$ cat src/rtl/cmp_shadow_pkg.sv
`timescale 1ns/1ps
package cmp_shadow_pkg;

   localparam int unsigned CH_COUNT = 7;
   localparam int unsigned CH_IDX_W = 3;

   typedef enum logic [1:0] {
      LD_ON_WRITE    = 2'd0,
      LD_AT_ZERO     = 2'd1,
      LD_ZERO_OR_TOP = 2'd2,
      LD_AT_OWN      = 2'd3
   } ld_evt_e;

   typedef enum logic [1:0] {
      GANG_NONE    = 2'd0,
      GANG_PAIRS   = 2'd1,
      GANG_TRIPLES = 2'd2,
      GANG_ALL     = 2'd3
   } gang_e;

   // controlling channel of channel ch under a grouping code
   function automatic logic [CH_IDX_W-1:0] ctrl_of(input logic [CH_IDX_W-1:0] ch,
                                                   input gang_e g);
      logic [CH_IDX_W-1:0] c;
      case (g)
         GANG_NONE:    c = ch;
         GANG_PAIRS:   c = (ch == '0) ? '0 : (ch[0] ? ch : CH_IDX_W'(ch - 1'b1));
         GANG_TRIPLES: c = (ch == '0) ? '0 : ((ch <= CH_IDX_W'(3)) ? CH_IDX_W'(1) : CH_IDX_W'(4));
         GANG_ALL:     c = CH_IDX_W'(1);
         default:      c = ch;
      endcase
      return c;
   endfunction

endpackage

$ cat src/rtl/cmp_evt_gen.sv
`timescale 1ns/1ps
module cmp_evt_gen
   import cmp_shadow_pkg::*;
#(
   parameter int unsigned CNT_W = 16
) (
   input  ld_evt_e           ld_code,
   input  logic              wr_hit,
   input  logic [CNT_W-1:0]  cnt,
   input  logic [CNT_W-1:0]  own_lat,
   input  logic [CNT_W-1:0]  top_lat,
   input  logic              updown,
   input  logic              dir_up,
   output logic              fire
);
   logic at_zero;
   logic at_top;

   assign at_zero = (cnt == '0);
   assign at_top  = updown && dir_up && (cnt == top_lat);

   always_comb begin
      case (ld_code)
         LD_ON_WRITE:    fire = wr_hit;
         LD_AT_ZERO:     fire = at_zero;
         LD_ZERO_OR_TOP: fire = at_zero || at_top;
         LD_AT_OWN:      fire = (cnt == own_lat);
         default:        fire = 1'b0;
      endcase
   end
endmodule

$ cat src/rtl/cmp_gang_map.sv
`timescale 1ns/1ps
module cmp_gang_map
   import cmp_shadow_pkg::*;
#(
   parameter int unsigned NUM_CH = 7
) (
   input  logic              clk,
   input  logic              rst_n,
   input  gang_e             gang,
   input  logic [NUM_CH-1:0] fire,
   output logic [NUM_CH-1:0] load
);
   for (genvar i = 0; i < NUM_CH; i++) begin : g_map
      logic [CH_IDX_W-1:0] ctl;
      assign ctl     = ctrl_of(CH_IDX_W'(i), gang);
      assign load[i] = fire[ctl];
   end

   // with one global group the enables move together
   p_all_agree_r10: assert property (@(posedge clk) disable iff (!rst_n)
      (gang == GANG_ALL) |-> (load == '0 || load == '1));
endmodule

$ cat src/rtl/cmp_slot.sv
`timescale 1ns/1ps
module cmp_slot #(
   parameter int unsigned CNT_W = 16
) (
   input  logic             clk,
   input  logic             rst_n,
   input  logic             wr_hit,
   input  logic [CNT_W-1:0] wr_data,
   input  logic             load,
   output logic [CNT_W-1:0] lat
);
   logic [CNT_W-1:0] cmp_reg;
   logic [CNT_W-1:0] src;

   assign src = wr_hit ? wr_data : cmp_reg;

   always_ff @(posedge clk or negedge rst_n) begin
      if (!rst_n) begin
         cmp_reg <= '0;
         lat     <= '0;
      end else begin
         if (wr_hit) cmp_reg <= wr_data;
         if (load)   lat     <= src;
      end
   end

   p_write_r2: assert property (@(posedge clk) disable iff (!rst_n)
      wr_hit |=> (cmp_reg == $past(wr_data)));
   p_hold_r11: assert property (@(posedge clk) disable iff (!rst_n)
      !load |=> $stable(lat));
   p_load_r12: assert property (@(posedge clk) disable iff (!rst_n)
      (load && wr_hit) |=> (lat == $past(wr_data)));
endmodule

$ cat src/rtl/cmp_shadow_bank.sv
`timescale 1ns/1ps
module cmp_shadow_bank
   import cmp_shadow_pkg::*;
#(
   parameter int unsigned CNT_W  = 16,
   parameter int unsigned NUM_CH = 7
) (
   input  logic                      clk,
   input  logic                      rst_n,
   input  logic                      wr_en,
   input  logic [$clog2(NUM_CH)-1:0] wr_ch,
   input  logic [CNT_W-1:0]          wr_data,
   input  logic [2*NUM_CH-1:0]       ld_sel,
   input  logic [1:0]                gang_sel,
   input  logic [CNT_W-1:0]          cnt,
   input  logic                      cnt_dir_up,
   input  logic                      cnt_updown,
   output logic [NUM_CH*CNT_W-1:0]   lat_o,
   output logic [NUM_CH-1:0]         eq_o
);
   localparam int unsigned CH_W = $clog2(NUM_CH);

   if (NUM_CH != CH_COUNT) begin : g_bad_ch
      $error("cmp_shadow_bank: grouping needs exactly seven channels");
   end
   if (CNT_W < 2) begin : g_bad_w
      $error("cmp_shadow_bank: CNT_W must be at least 2");
   end

   gang_e             gang;
   logic [CNT_W-1:0]  lat [NUM_CH];
   logic [NUM_CH-1:0] fire;
   logic [NUM_CH-1:0] load;
   logic [NUM_CH-1:0] hit;

   assign gang = gang_e'(gang_sel);

   for (genvar i = 0; i < NUM_CH; i++) begin : g_ch
      assign hit[i] = wr_en && (wr_ch == CH_W'(i));

      cmp_evt_gen #(.CNT_W(CNT_W)) u_evt (
         .ld_code (ld_evt_e'(ld_sel[2*i +: 2])),
         .wr_hit  (hit[i]),
         .cnt     (cnt),
         .own_lat (lat[i]),
         .top_lat (lat[0]),
         .updown  (cnt_updown),
         .dir_up  (cnt_dir_up),
         .fire    (fire[i])
      );

      cmp_slot #(.CNT_W(CNT_W)) u_slot (
         .clk     (clk),
         .rst_n   (rst_n),
         .wr_hit  (hit[i]),
         .wr_data (wr_data),
         .load    (load[i]),
         .lat     (lat[i])
      );

      assign lat_o[i*CNT_W +: CNT_W] = lat[i];
      assign eq_o[i] = (cnt == lat[i]);

      if (i != 0) begin : g_imm_chk
         // ungrouped on-write channel follows its writes
         p_imm_r2: assert property (@(posedge clk) disable iff (!rst_n)
            (gang == GANG_NONE && ld_sel[2*i +: 2] == 2'd0 && hit[i])
            |=> (lat_o[i*CNT_W +: CNT_W] == $past(wr_data)));
      end
   end

   cmp_gang_map #(.NUM_CH(NUM_CH)) u_map (
      .clk   (clk),
      .rst_n (rst_n),
      .gang  (gang),
      .fire  (fire),
      .load  (load)
   );

   // channel 0 at-zero latch does not move while count is nonzero
   p_zero_hold_r3: assert property (@(posedge clk) disable iff (!rst_n)
      (gang != GANG_ALL && ld_sel[1:0] == 2'd1 && cnt != '0)
      |=> $stable(lat_o[CNT_W-1:0]));
endmodule

$ cat config.mk
export PLATFORM = sky130hd
export DESIGN_NAME = cmp_shadow_bank
export DESIGN_NICKNAME = d
export VERILOG_FILES = /design/src/rtl/cmp_shadow_pkg.sv /design/src/rtl/cmp_evt_gen.sv /design/src/rtl/cmp_gang_map.sv /design/src/rtl/cmp_slot.sv /design/src/rtl/cmp_shadow_bank.sv
export SDC_FILE = /design/constraint.sdc
export NUM_CORES = 1
export LEC_CHECK = 0
export ABC_AREA = 1
export BUFFER_PORTS_ARGS = -buffer_cell sky130_fd_sc_hd__buf_2
export CAP_MARGIN = 10
export CORE_MARGIN = 3
export CORE_UTILIZATION = 57
export DETAILED_ROUTE_END_ITERATION = 10
export PLACE_DENSITY = 0.79
export SETUP_SLACK_MARGIN = 0.05
export SLEW_MARGIN = 20
export SYNTH_ARGS = -nofsm -noshare
export SYNTH_HDL_FRONTEND = slang
export SYNTH_SLANG_ARGS = --single-unit
$ cat constraint.sdc
create_clock -name clk -period 2.15 [get_ports clk]
set_clock_uncertainty 0.1 [all_clocks]
set_input_delay 0.1075 -clock clk [delete_from_list [all_inputs] [get_ports clk]]
set_output_delay 0.1075 -clock clk [all_outputs]
set_load 0.01 [all_outputs]
==> run metrics, run 1 <==
run status=complete, but fails checks; violations in the final reports=negative setup slack; Area Growth Syn to Fin=31.82%; WL met1=between 10 and 15 mm; power share of the combinational group=~29%; clock network power share=roughly 29%; number of warning messages in the yosys log=0; routability congestion estimate from global placement=1.002; dominant register cell in the synthesized netlist=sky130_fd_sc_hd__dfrtp_1; number of violations of the max-capacitance limit=0; power per cell area=1000 mW/mm^2; max_slew headroom=between 50 and 60%; summed negative setup slack over all endpoints=-5461 ps; min setup slack post-route=-108.9 ps; worst reg2reg path depth=16; Min Clock Period, post-route=~2300 ps; latest clock arrival within the worst-skew pair=a little over 500 ps; placed instance area=~0.012 mm^2; x dimension of the die=~140 um; static leakage=roughly 7.6 nW; number of ports placed on the die boundary=about 180; TritonCTS buffer count=24; CTS Sinks=~220; routed vias/inst=5.855; Net Sw Frac=about a third; number of cells produced by synthesis=roughly 1300; uppermost signal routing layer after detailed routing=met4; Clk pin slew, worst setup/hold paths=around 70 ps; die area=about 0.02 mm^2; maximum number of pins on one net before global-route repair=between 70 and 80; worst flop-to-flop path endpoint=g_ch[0].u_slot.lat[12]; sequential element share of the synthesized area=52.47%; synthesized net count=roughly 1400; element type at the critical path end=flop; register-to-register setup slack=-110 ps; Critical Path AT=roughly 2600 ps; asr flop ratio synth=100.0%; synthesis-stage register bit count=roughly 220; CTS tree=done; highest fanout seen on the critical path=6; Detail Route met2 WL=17.64 mm; setup repair after global routing missed its margin=yes; peak supply drop=approximately 860 uV; ratio of final minimum period to clock period=105.1%; final instance area=between 0.01 and 0.015 mm^2; post-synth design cell area=0.01068 mm^2; worst path cell trace=inv_2 -> nand2_1 -> nand2_1 -> nor2_1 -> nand2_1 -> nor2_4 -> nand3_4 -> nand3_2 -> nand3_2 -> nand2_4 -> nand4_4 -> buf_4 -> buf_4 -> buf_4 -> nand3_1 -> nand2_1; path type of the worst min-delay path=input pin to asynchronous set/reset pin; Max stage delay cell, worst path=sky130_fd_sc_hd__dfrtp_1; PortBufs=174; worst endpoint required time=between 2000 and 2500 ps; register share of total power=a little over two fifths; pins over their slew limit=0; Least-Margin Pin Slew=roughly 660 ps; largest incremental delay on the critical path=440 ps; buffer depth of the longest clock path=3; worst r2r src=g_ch[0].u_slot.lat[10]; antenna-violating nets left=0; Crit path top cell by count=sky130_fd_sc_hd__nand2_1; net load switching power=between 4 and 5 mW; first-pass iteration count of the detailed router=6; grt ovf=0; final hold violations=0; initial antenna violation count=1; wire length reported by the detailed router=a little under 40 mm; vias in the first global route=9777; type of the worst setup path=flop to flop; y dimension of the die=about 140 um; starting utilization of the core area=between 50% and 60%; overall global routing resource usage=a little over a third; internal power=~9.3 mW; placed wire-length estimate=25.67 mm; global-route wire length before repair=55.46 mm; Mean Syn Cell Area=between 8 and 9 um^2; Met3 Routed Length=4.427 mm; root buffer cell=sky130_fd_sc_hd__clkbuf_16; drt first-iter violations=around 1200; H-tree depth reported by CTS=1; core box area=about 0.018 mm^2; layout cells sized above 1=between 30% and 40%; Avg WL per Cell=around 21 um; number of setup violations in the final report=95; startpoint class of the critical path=flop; number of distinct standard cells referenced by the synthesized netlist=31; via count=10710; number of flops mapped to enable cells by yosys=0; maximum frequency from static timing analysis=442.7 MHz; NumNets Final=between 1500 and 2000; detailed-route DRC error count=0; Rows=a little under 50
[logic make-up (layout without fill, tap and decap cells)]
logic type | count (synthesis) | in the layout | synth area share, %
simple gates | 704 | 704 | 28.12
flops | 224 | 224 | 52.47
buf+inv | 169 | 455 | 7.179
compound gates | 157 | 157 | 7.483
xor+xnor | 58 | 58 | 4.755
other cells | 0 | 2 | 0
[cells in the final DEF (no fill, tap or decap), types with 3 or more instances in the layout]
master / netlist / routed
sky130_fd_sc_hd__nor2_4: 2 / 3
sky130_fd_sc_hd__nand2_1: 497 / 442
sky130_fd_sc_hd__nor2_2: 0 / 6
sky130_fd_sc_hd__nand3_1: 97 / 81
sky130_fd_sc_hd__buf_2: 9 / 171
sky130_fd_sc_hd__buf_12: 0 / 14
sky130_fd_sc_hd__nand3_4: 3 / 5
sky130_fd_sc_hd__a21oi_1: 11 / 10
sky130_fd_sc_hd__nand3_2: 2 / 16
sky130_fd_sc_hd__clkinv_2: 0 / 4
sky130_fd_sc_hd__or2_2: 8 / 8
sky130_fd_sc_hd__nand3b_1: 3 / 3
sky130_fd_sc_hd__xor2_1: 21 / 21
sky130_fd_sc_hd__nand2_4: 2 / 17
sky130_fd_sc_hd__o21ai_0: 129 / 120
sky130_fd_sc_hd__clkbuf_1: 30 / 6
sky130_fd_sc_hd__inv_2: 16 / 19
sky130_fd_sc_hd__nand4_1: 31 / 31
sky130_fd_sc_hd__clkbuf_8: 0 / 3
sky130_fd_sc_hd__o21ai_2: 0 / 12
sky130_fd_sc_hd__inv_1: 87 / 83
sky130_fd_sc_hd__nand2_2: 6 / 45
sky130_fd_sc_hd__o21ai_1: 15 / 12
sky130_fd_sc_hd__buf_6: 6 / 14
sky130_fd_sc_hd__buf_4: 19 / 99
sky130_fd_sc_hd__xnor2_1: 37 / 36
sky130_fd_sc_hd__clkbuf_16: 0 / 32
sky130_fd_sc_hd__nor2_1: 47 / 40
sky130_fd_sc_hd__dfrtp_1: 224 / 221
sky130_fd_sc_hd__dfrtp_2: 0 / 3
[what timing repair did]
item,4_1_cts,5_1_grt
buffers inserted,6,28
resized for setup,47,105
hold buffers,1,0
setup endpoints to repair,98,117
hold endpoints to repair,198,0
gates cloned,2,8
pin swaps,15,40
[critical path: cells and delay by family, from the launching register on]
family        cells  cell delay [ps]
simple gates     12             1130
buf+inv           4              490
flops             1              440
[how the worst max path moves through the flow]
stage / start / to / slack [ps]
2_1_floorplan: g_ch[0].u_slot.lat[8] / g_ch[4].u_slot.lat[10] / 180
3_3_place_gp: cnt[8] / g_ch[6].u_slot.lat[8] / -3
3_5_place_dp: cnt[8] / g_ch[4].u_slot.lat[10] / -60
4_1_cts: g_ch[2].u_slot.lat[9] / eq_o[2] / -10
5_1_grt: g_ch[0].u_slot.lat[14] / g_ch[4].u_slot.lat[10] / -230
6_report: g_ch[0].u_slot.lat[10] / g_ch[0].u_slot.lat[12] / -110
[routing by layer]
| layer | up-vias | global-route usage [%] |
|---|---|---|
| met5 | - | 0 |
| met4 | 0 | 17.81 |
| met1 | 5081 | 47.82 |
| met3 | 170 | 9.176 |
| li1 | 4726 | - |
| met2 | 731 | 55.46 |
[synth_stat cells, types with 2 or more instances]
cell type,number,area [um^2]
sky130_fd_sc_hd__inv_2,16,60.06
sky130_fd_sc_hd__buf_6,6,67.56
sky130_fd_sc_hd__nand2_2,6,37.54
sky130_fd_sc_hd__xnor2_1,37,324.1
sky130_fd_sc_hd__inv_1,87,326.6
sky130_fd_sc_hd__dfrtp_1,224,5605
sky130_fd_sc_hd__xor2_1,21,183.9
sky130_fd_sc_hd__nand2_4,2,22.52
sky130_fd_sc_hd__or2_2,8,50.05
sky130_fd_sc_hd__a21oi_1,11,55.05
sky130_fd_sc_hd__nand3_2,2,20.02
sky130_fd_sc_hd__nand3_4,3,52.55
sky130_fd_sc_hd__inv_4,2,12.51
sky130_fd_sc_hd__o21ai_0,129,645.6
sky130_fd_sc_hd__nand4_1,31,193.9
sky130_fd_sc_hd__buf_2,9,45.04
sky130_fd_sc_hd__nor4_1,2,12.51
sky130_fd_sc_hd__nand2_1,497,1866
sky130_fd_sc_hd__clkbuf_1,30,112.6
sky130_fd_sc_hd__buf_4,19,142.6
sky130_fd_sc_hd__nand3b_1,3,22.52
sky130_fd_sc_hd__nand3_1,97,485.5
sky130_fd_sc_hd__nor2_4,2,22.52
sky130_fd_sc_hd__nor2_1,47,176.4
sky130_fd_sc_hd__o21ai_1,15,75.07
[metrics by stage]
| step | setup slack, ps | power (mW) | instances | util [%] | hold slack [ps] |
|---|---|---|---|---|---|
| finish | -108.9 | 14.09 | 1829 | 77.34 | 57.50 |
| detailed placement | -62.91 | 9.369 | 1741 | 67.60 | 19.19 |
| floorplan | 177.9 | 7.796 | 1312 | - | -288.1 |
| global route | -232.8 | 14.72 | 1827 | 77.32 | 96.24 |
| CTS | -11.14 | 13.59 | 1791 | 73.37 | 48.94 |
| global placement | -3.269 | 9.228 | 1741 | 67.60 | 15.33 |
[area by class of cell]
type                    count  area (um^2)
diodes                      2        5.005
clock buffers              34        689.4
clock inverters             7        88.84
fillers                  1232         4125
inverters                 105        404.1
well taps                 229        286.5
multi-input cells         919         4721
flip-flops and latches    224         5609
repair buffers            309         2280
[power groups by stage]
stage	sequential, mW	combinational [mW]	clock (mW)
after floorplan	6.03	1.77	0
after global placement	5.96	3.27	0
after detailed placement	5.98	3.39	0
after CTS	5.91	3.54	4.14
after global routing	6.01	4.41	4.29
final	5.93	4.04	4.12
Power figures use the tool's default switching activity.
==> inputs of run 2 (changes only) <==
--- a/config.mk
+++ b/config.mk
@@ -6,11 +6,11 @@
 export NUM_CORES = 1
 export LEC_CHECK = 0
 export ABC_AREA = 1
-export BUFFER_PORTS_ARGS = -buffer_cell sky130_fd_sc_hd__buf_2
 export CAP_MARGIN = 10
 export CORE_MARGIN = 3
-export CORE_UTILIZATION = 57
+export CORE_UTILIZATION = 64
 export DETAILED_ROUTE_END_ITERATION = 10
+export DONT_BUFFER_PORTS = 1
 export PLACE_DENSITY = 0.79
 export SETUP_SLACK_MARGIN = 0.05
 export SLEW_MARGIN = 20
==> run 2 against run 1 <==
The run ends with negative hold slack, negative setup slack left. Count of clock-buffer cells in the layout rose by 2. Sequential share of layout area increased by 4.3 points. Maximum frequency fell by 2.7%. Design area down 9.8%. Worst setup slack lost 64 ps. Non-clock buffer count down 184. Sequential power grew 2%. Wire length shrank 8.9%. Worst hold slack got worse by 870 ps. First-iteration DRC count rose by 8.8%. Power fell by 7.1%.
==> run metrics, run 2 (synthesis results as in run 1) <==
final instance area=0.01270 mm^2 (-9.8%); drt first-iter violations=1317 (+8.8%); via count=9764 (-8.8%); run status=complete, but fails checks; CTS tree=done; layout cells sized above 1=17.11% (-13 points); Critical Path AT=2610 ps (+40 ps); Pwr Total=13.09 mW (-7.1%); buffer depth of the longest clock path=3 (unchanged); first-pass iteration count of the detailed router=6 (unchanged); min setup slack post-route=-172.4 ps (-63.52 ps); Rows=46 (-6.1%); die area=0.01828 mm^2 (-10%); register-to-register setup slack=-170 ps (-60 ps); Avg WL per Cell=21.83 um (+2.2%); setup repair after global routing missed its margin=yes; worst flop-to-flop path endpoint=g_ch[5].u_slot.lat[10]; CTS Sinks=224 (unchanged); max_slew headroom=58.72% (+2.5 points); pins over their slew limit=0 (unchanged); largest incremental delay on the critical path=420 ps (-20 ps); Clk pin slew, worst setup/hold paths=60 ps (about the same); type of the worst setup path=flop to flop; grt ovf=0 (unchanged); most common cell after layout, fill and taps aside=sky130_fd_sc_hd__nand2_1; vias in the first global route=8816 (-9.8%); wire length reported by the detailed router=35.60 mm (-8.9%); overall global routing resource usage=37.54% (+1.5 points); y dimension of the die=135.2 um (-5.4%); worst r2r src=g_ch[0].u_slot.lat[2]; peak supply drop=731.2 uV (-15%); antenna-violating nets left=0 (unchanged); Final Non-Filler Cells=1631 (-11%); worst path cell trace=inv_2 -> nand2_1 -> nand2_1 -> nor2_2 -> nand2_2 -> nor2_4 -> nand3_4 -> nand3_2 -> nand3_2 -> nand2_4 -> nand4_4 -> buf_6 -> buf_12 -> nand4_1 -> nand2_1; utilization after layout=78.84% (+1.5 points); routed vias/inst=5.987 (+2.3%); Max stage delay cell, worst path=sky130_fd_sc_hd__dfrtp_1; detailed-route DRC error count=0 (unchanged); PortBufs=0 (-100%); maximum number of pins on one net before global-route repair=225 (+210%); element type at the critical path end=flop; Worst Path Buf+Inv=3 (-1); routability congestion estimate from global placement=0.9727 (-2.9%); top library cells by usage in the layout, fill and taps aside=487 x sky130_fd_sc_hd__nand2_1, 220 x sky130_fd_sc_hd__dfrtp_1, 128 x sky130_fd_sc_hd__o21ai_0, 100 x sky130_fd_sc_hd__buf_4, 82 x sky130_fd_sc_hd__inv_1; placed instance area=0.01135 mm^2 (-7.8%); starting utilization of the core area=66.30% (+7.6 points); TritonCTS buffer count=23 (-4.2%); x dimension of the die=135.2 um (-5.4%); worst endpoint required time=2440 ps (-20 ps); global-route wire length before repair=51.49 mm (-7.2%); worst slack after detailed placement=14.03 ps (+76.94 ps); register cell area after layout=0.005610 mm^2 (about the same); number of violations of the max-capacitance limit=0 (unchanged); ratio of final minimum period to clock period=108.0% (+3.0 points); Min Clock Period, post-route=2322 ps (+63.52 ps); core box area=0.01612 mm^2 (-11%); placed cell count=1561 (-10%); static leakage=6.535 nW (-14%); startpoint class of the critical path=flop; root buffer cell=sky130_fd_sc_hd__clkbuf_16; Crit path top cell by count=sky130_fd_sc_hd__nand2_1; path type of the worst min-delay path=input pin to asynchronous set/reset pin; H-tree depth reported by CTS=1 (unchanged); Top Family by Delay on Critical Path=simple AND/OR/NAND/NOR gates; final hold violations=269 (+269); placed wire-length estimate=22.03 mm (-14%); number of setup violations in the final report=91 (-4.2%); initial antenna violation count=3 (+2); highest fanout seen on the critical path=8 (+2); worst reg2reg path depth=15 (-1); power per cell area=1031 mW/mm^2 (+3.0%); final hold slack=-816.1 ps (-873.6 ps); count of filler cells inserted in the layout=1060 (-14%); violations in the final reports=negative hold slack, negative setup slack; Area Growth Syn to Fin=18.91%; Least-Margin Pin Slew=618.4 ps (-38.10 ps); number of ports placed on the die boundary=175 (unchanged); maximum frequency from static timing analysis=430.6 MHz (-2.7%); latest clock arrival within the worst-skew pair=520 ps (about the same); NumNets Final=1455 (-11%); summed negative setup slack over all endpoints=-7588 ps (-2126 ps); multi-input logic area=0.004549 mm^2 (-3.6%)
## run 2: changes by cell type in the layout (fill, tap and decap cells not counted), sizes merged
cell / change
buf: -185
dlygate4sd3: +5
clkbuf: -2
clkinv: -2
bufinv: -1
diode: -1
nand3: +1
## run 2: power breakdown
part	internal [mW]	switching, mW
sequential	5.17	0.852
clock	2.23	1.61
combinational	1.43	1.80
total	8.83	4.26
## run 2: area by class of cell
class                   count  share of cell area [%]
well taps                 216                   2.127
flip-flops and latches    224                   44.16
diodes                      1                 0.01970
clock inverters             4                  0.3841
inverters                 105                   3.181
multi-input cells         920                   35.81
repair buffers            125                   9.090
clock buffers              36                   5.229
## run 2: worst max path at each step
stage                            from                      to  slack, ps  cells past startpoint
2_1_floorplan   g_ch[0].u_slot.lat[8]  g_ch[4].u_slot.lat[10]        180                     16
3_3_place_gp   g_ch[2].u_slot.lat[15]   g_ch[2].u_slot.lat[2]        110                     10
3_5_place_dp    g_ch[0].u_slot.lat[6]   g_ch[0].u_slot.lat[4]         10                     15
4_1_cts         g_ch[0].u_slot.lat[3]  g_ch[5].u_slot.lat[10]          2                     15
5_1_grt         g_ch[0].u_slot.lat[2]  g_ch[6].u_slot.lat[11]       -200                     15
6_report        g_ch[0].u_slot.lat[2]  g_ch[5].u_slot.lat[10]       -170                     15
## run 2: worst register-to-register path, stage by stage (launching register included)
cell	delay, ps
sky130_fd_sc_hd__dfrtp_1	420
sky130_fd_sc_hd__inv_2	70
sky130_fd_sc_hd__nand2_1	60
sky130_fd_sc_hd__nand2_1	60
sky130_fd_sc_hd__nor2_2	160
sky130_fd_sc_hd__nand2_2	100
sky130_fd_sc_hd__nor2_4	140
sky130_fd_sc_hd__nand3_4	130
sky130_fd_sc_hd__nand3_2	110
sky130_fd_sc_hd__nand3_2	110
sky130_fd_sc_hd__nand2_4	110
sky130_fd_sc_hd__nand4_4	140
sky130_fd_sc_hd__buf_6	190
sky130_fd_sc_hd__buf_12	140
sky130_fd_sc_hd__nand4_1	100
sky130_fd_sc_hd__nand2_1	70
## run 2: per-layer routing
metal  global-route usage, %  vias to the layer above  part of all wire [%]  wire length, um
met3                   10.10                      147                    14             4824
met2                   57.16                      676                    45            16190
li1                        -                     4336                     -                -
met1                   51.22                     4603                    35            12540
met4                   16.52                        2                   5.7             2027
met5                       0                        -                 0.037               13
## run 2: what timing repair did
action                                  in CTS  in global routing
buffers inserted                            10                  6
cloned                                       2                  5
gates resized for setup                     21                 62
endpoints found under the hold margin      294                247
hold buffers                                 5                  1
pin swaps                                   10                 54
endpoints found under the setup margin      84                113
